`src/rtl/trig_pwm_timer.sv`:
```
module trig_pwm_timer #(
  parameter int WIDTH = 16
) (
  input  logic             clk,
  input  logic             rst_n,
  input  logic             run_en,
  input  logic             cnt_en,
  input  logic             sw_start,
  input  logic [1:0]       edge_sel,
  input  logic             ext_start,
  input  logic             per_wr,
  input  logic [WIDTH-1:0] per_data,
  input  logic             dty_wr,
  input  logic [WIDTH-1:0] dty_data,
  output logic             pwm_out,
  output logic             tgl_out,
  output logic             per_hit,
  output logic             dty_hit
);
  localparam logic [WIDTH-1:0] PARK = '1;
  localparam logic [WIDTH-1:0] ONE  = WIDTH'(1);

  logic [WIDTH-1:0] cnt, per_reg, dty_reg, per_buf, dty_buf;
  logic             running;
  logic [2:0]       pin_q;

  wire             pin_rise = pin_q[1] & ~pin_q[2];
  wire             pin_fall = ~pin_q[1] & pin_q[2];
  wire             ext_hit  = (edge_sel[0] & pin_rise) | (edge_sel[1] & pin_fall);
  wire             start    = run_en & (sw_start | ext_hit);
  wire [WIDTH-1:0] cnt_inc  = cnt + ONE;
  wire             at_end   = cnt == per_buf;

  always_ff @(posedge clk) begin
    if (!rst_n) begin
      pin_q   <= '0;
      per_reg <= '0;
      dty_reg <= '0;
    end else begin
      pin_q <= {pin_q[1:0], ext_start};
      if (per_wr) per_reg <= per_data;
      if (dty_wr) dty_reg <= dty_data;
    end
  end

  always_ff @(posedge clk) begin
    if (!rst_n) begin
      cnt     <= PARK;
      running <= 1'b0;
      per_buf <= '0;
      dty_buf <= '0;
      pwm_out <= 1'b0;
      tgl_out <= 1'b0;
      per_hit <= 1'b0;
      dty_hit <= 1'b0;
    end else begin
      per_hit <= 1'b0;
      dty_hit <= 1'b0;
      if (!run_en) begin
        cnt     <= PARK;
        running <= 1'b0;
        per_buf <= per_reg;
        dty_buf <= dty_reg;
        pwm_out <= 1'b0;
        tgl_out <= 1'b0;
      end else if (start) begin
        cnt     <= '0;
        running <= 1'b1;
        pwm_out <= 1'b1;
        tgl_out <= ~tgl_out;
      end else if (running && cnt_en) begin
        if (at_end) begin
          cnt     <= '0;
          per_hit <= 1'b1;
          per_buf <= per_reg;
          dty_buf <= dty_reg;
          pwm_out <= dty_reg != '0;
          dty_hit <= dty_reg == '0;
        end else begin
          cnt <= cnt_inc;
          if (cnt_inc == dty_buf) begin
            pwm_out <= 1'b0;
            dty_hit <= 1'b1;
          end
        end
      end
    end
  end
endmodule

```
`config.mk`:
```
export PLATFORM = sky130hd
export DESIGN_NAME = trig_pwm_timer
export DESIGN_NICKNAME = d
export VERILOG_FILES = /design/src/rtl/trig_pwm_timer.sv
export SDC_FILE = /design/constraint.sdc
export NUM_CORES = 1
export LEC_CHECK = 0
export ABC_AREA = 1
export ABC_CLOCK_PERIOD_IN_PS = 1750
export CORE_MARGIN = 2
export CORE_UTILIZATION = 57
export DETAILED_ROUTE_END_ITERATION = 6
export DONT_BUFFER_PORTS = 1
export PLACE_DENSITY = 0.75
export SETUP_SLACK_MARGIN = 0.1
export SLEW_MARGIN = 15
export SYNTH_ARGS = -nofsm -noshare
export SYNTH_HDL_FRONTEND = slang
export SYNTH_SLANG_ARGS = --single-unit
export TNS_END_PERCENT = 50
```
`constraint.sdc`:
```
create_clock -name clk -period 1.75 [get_ports clk]
set_input_delay 0.175 -clock clk [delete_from_list [all_inputs] [get_ports clk]]
set_output_delay 0.175 -clock clk [all_outputs]
set_load 0.01 [all_outputs]
```
==> flow_results.org <==
** Placed design
- The count of buffers added on input and output ports is 0.
- Once detailed placement completed, the half-perimeter wirelength came to 7280 um.
- Final Wtd Congestion :: 0.982
- Instance area after placement :: 0.00449 mm2
- Counting tap cells, the placed design contains a total of 694 instances.

** Floorplanning
- The region available for standard cell placement spans 0.00683 mm2.
- # rows :: 30
- Total Die Area :: 0.00782 mm2
- Io pins :: 46
- From left edge to right edge, the die measures 88.4 um.
- Vertical extent of the die :: 88.4 um
- For this configuration, the core starts out at a cell density of 0.595.

** Clocking
- Number of buffers created by CTS :: 9
- TritonCTS built the clock tree.
- For this design, the sink count on the clock tree is 88.
- After clock tree synthesis, the clock-pin slew on the worst setup and hold paths is 0.11 ns.
- H-tree level count :: 3
- Clock latency at the later pin of the worst-skew pair :: 0.39 ns
- The cell sitting at the root of the clock tree is a sky130_fd_sc_hd__clkbuf_8.
- Number of buffers on the longest clock path :: 2

** Yosys
- Mean instance size in the synthesized netlist :: 7.18 um2
- The area fraction in compound gates after synthesis was 0.160.
- Of the total synthesized cell area, the portion taken by AND, OR, NAND and NOR gates is 0.280.
- Synthesis inferred 88 register bits.
- Among all flip-flop cells after synthesis, the most frequent one is sky130_fd_sc_hd__dfxtp_1.
- For this run, asynchronously set or reset flops after synthesis account for 0.
- The share of the Yosys chip area taken by registers is 0.434.
- Counting flops with a built-in enable in the synthesized netlist gives 0.
- Of the post-synthesis cell area, the part taken by muxes is 0.
- Count of warnings emitted by yosys :: 0
- Synthesis instantiated 32 different standard cells from the library.
- Post-synthesis xor/xnor area fraction :: 0.0379
- The number of nets in the synthesized netlist is 609.
- Arithmetic-cell share of the synthesized area counting full adders, half adders and majority gates :: 0.00308
- Post-synthesis instance area :: 0.00406 mm2
- Gate count of the mapped netlist :: 566
- Dominant combinational cell family by area after synthesis :: simple AND/OR/NAND/NOR gates

** Detailed routing
- Mean routed wirelength per cell :: 24.3 um
- After detailed routing, the number of remaining DRC violations is 6.
- Average vias per placed instance :: 6.66
- Summing over every cut layer, the via total after detailed routing is 5242.
- The final layout contains routed wiring with a total length of 19200 um.
- The first routing iteration left 960 violations.
- Number of detailed-route iterations in the first pass :: 7
- Post-detailed-route count of antenna-violating nets :: 0

** Worst setup path
- The signal on the critical path passes through inv_2 > nand2_2 > nand4_1 > nor2_2 > nand4_1 > nor2_4 > nand2_4 > nand2_8 > buf_12 > buf_4 > o21ai_1 > a21oi_1.
- Start point of the critical path :: cnt[14]
- The setup path with the least slack is of type flip-flop to flip-flop.
- The worst setup path is launched from a flip-flop.
- Worst-path cell with the longest stage delay :: sky130_fd_sc_hd__dfxtp_2
- Register-to-Register Setup Slack :: -0.38 ns
- The worst register-to-register path has a depth of 12.
- The startpoint identified for the worst register-to-register timing path is cnt[14].
- RR Endpoint :: dty_buf[13]
- Worst Path Required :: 2.06 ns
- Critical Path Most Common Cell :: sky130_fd_sc_hd__nand4_1
- Max FO, Critical Path :: 12
- Slowest cell delay on critical path :: 0.41 ns
- Kind of capture point of the worst setup path :: flip-flop
- WP data arrival :: 2.44 ns

** Global routing
- First-pass GRT wire length :: 22500 um
- GR Util met2 :: 0.634
- The number of global-route vias before repair came to 4432.
- Layer carrying the most global-route usage :: met2
- Antenna violations before repair :: 1
- Global routing met1 resource utilization :: 0.463
- After global routing the overflow that remains totals 0.
- GRT Overall Usage :: 0.382
- For met3 alone, demand over resource in global routing was 0.0709.
- Entering global routing, the biggest net connects 69 pins.

** Timing
- Final hold analysis gives a worst-case slack of -0.00904 ns.
- Setup slack on the critical path of the routed design comes to -0.379 ns.
- For the pin with the worst max-slew slack, the measured transition is 0.812 ns.
- Final-report setup violation count :: 50
- Slew Limit Fails :: 0
- The final number of hold-violating endpoints came to 2.
- Of the available clock period, the critical path in the final layout requires 1.22.
- For the final database, setup skew stands at 0.0169 ns.
- Timing would allow up to 470 MHz.
- Setup repair after global routing could not meet its margin everywhere.
- The worst pin sits at a relative slew slack of 0.458.
- Counting I/O delays and the setup requirement, the final critical path takes 2.13 ns.

** Outcome
- Run status :: finished with violations
- Failing checks :: DRC, hold timing, setup timing

** Finish
- Commonest non-fill, non-tap cell in the layout :: sky130_fd_sc_hd__nand2_1
- Final cell count without fillers :: 787
- Area of all placed cells without fillers :: 0.00594 mm2
- Number of inserted diodes :: 0
- Post-synthesis to final-layout area growth :: 46.2%
- In the layout the commonest cells are sky130_fd_sc_hd__nand2_1, sky130_fd_sc_hd__dfxtp_1, sky130_fd_sc_hd__nor2_1, sky130_fd_sc_hd__dlygate4sd3_1, sky130_fd_sc_hd__buf_4.
- After filler insertion, the fill cell instance count of the layout stands at 303.
- Measured on the finished design, the core utilization comes to 0.870.
- The final layout contains 729 nets.
- Fraction of layout instances using a drive strength above 1 :: 0.266

** Run
- Max-cap check violation count :: 0

** Hold path
- Hold WC Path Type :: input pin to flip-flop
- Sink of the worst hold path :: dty_buf[9]
- HP Start :: rst_n
- Hold Path Stages :: 2

** Power and ir drop
- In this run the static leakage power is 2.67 nW.
- Maximum VDD drop :: 0.000888 V
- Power spread over the standard cell area amounts to 897 mW/mm2.
==> cells in the mapped netlist, types with 2 or more instances <==
cell                         n  area share
sky130_fd_sc_hd__inv_1      55       0.051
sky130_fd_sc_hd__clkbuf_1   14       0.013
sky130_fd_sc_hd__a31oi_1     2      0.0031
sky130_fd_sc_hd__dfxtp_1    88        0.43
sky130_fd_sc_hd__nand2_2     4      0.0062
sky130_fd_sc_hd__nor2_2      4      0.0062
sky130_fd_sc_hd__o21ai_1     3      0.0037
sky130_fd_sc_hd__o21ai_0    65       0.080
sky130_fd_sc_hd__buf_6       3      0.0083
sky130_fd_sc_hd__a21oi_1    37       0.046
sky130_fd_sc_hd__nand4_1    12       0.018
sky130_fd_sc_hd__inv_2       4      0.0037
sky130_fd_sc_hd__o211ai_1   14       0.026
sky130_fd_sc_hd__nand2_1   102       0.094
sky130_fd_sc_hd__xnor2_1    11       0.024
sky130_fd_sc_hd__nor2_1     82       0.076
sky130_fd_sc_hd__nand3b_1    5      0.0092
sky130_fd_sc_hd__nor2_4      3      0.0083
sky130_fd_sc_hd__nand3_1    39       0.048
sky130_fd_sc_hd__buf_4       4      0.0074
sky130_fd_sc_hd__xor2_1      4      0.0086
==> critical path, delay by kind of cell (launching register included) <==
kind | cells | cell delay (ns)
simple gates | 7 | 0.98
buf+inv | 3 | 0.35
compound gates | 2 | 0.30
flops | 1 | 0.41
==> per-layer routing <==
| layer | up-vias | share of wire |
|---|---|---|
| met5 | - | 0 |
| li1 | 2090 | - |
| met1 | 2297 | 0.31 |
| met2 | 619 | 0.43 |
| met4 | 0 | 0.11 |
| met3 | 236 | 0.15 |
==> cell families (layout without fill, tap and decap cells) <==
group                    after synthesis  count (layout)
XOR/XNOR                              16              16
AND/OR/NAND/NOR                      257             257
buffers and inverters                 82             207
flip-flops                            88              88
adder cells (fa/ha/maj)                1               1
AO/OA/AOI/OAI                        122             122
==> how the worst max path moves through the flow <==
stage                       end  cells after the start  slack [ns]
floorplan               pwm_out                     12        0.13
global placement    per_buf[12]                     10       -0.17
detailed placement      pwm_out                     13       -0.20
CTS                     pwm_out                     14       -0.06
global route            cnt[14]                     12       -0.41
finish              dty_buf[13]                     12       -0.38
==> cell type report <==
class | count | area [um2] | area share
Clock buffer | 10 | 138 | 0.0232
Clock inverter | 6 | 97.6 | 0.0164
Inverter | 60 | 238 | 0.0400
Multi-Input combinational cell | 396 | 2270 | 0.382
Sequential cell | 88 | 1790 | 0.301
Tap cell | 96 | 120 | 0.0202
Timing Repair Buffer | 130 | 1280 | 0.216
Timing Repair inverter | 1 | 8.76 | 0.00147
==> power breakdown <==
group          internal, W  switching [W]  total, W
sequential         0.00213       0.000149   0.00228
combinational     0.000531       0.000734   0.00127
clock             0.000868       0.000918   0.00179
total              0.00353        0.00180   0.00533
==> through the flow <==
step	hold WS, ns	setup TNS, ns	setup slack (ns)	power (W)
4_1_cts	-0.0855	-0.608	-0.0644	0.00488
5_1_grt	-0.00100	-12.36	-0.414	0.00539
3_5_place_dp	0.279	-5.26	-0.201	0.00304
3_3_place_gp	0.273	-4.42	-0.174	0.00302
2_1_floorplan	0.273	0	0.131	0.00279
6_report	-0.00904	-10.80	-0.379	0.00533
==> repair_timing <==
item,CTS,global route
resized for setup,69,71
setup endpoints to repair,50,50
pin swaps,19,16
setup buffers,8,9
gates cloned,4,0
hold endpoints to repair,66,27
hold buffers,55,2
(Power assumes the default switching activity.)
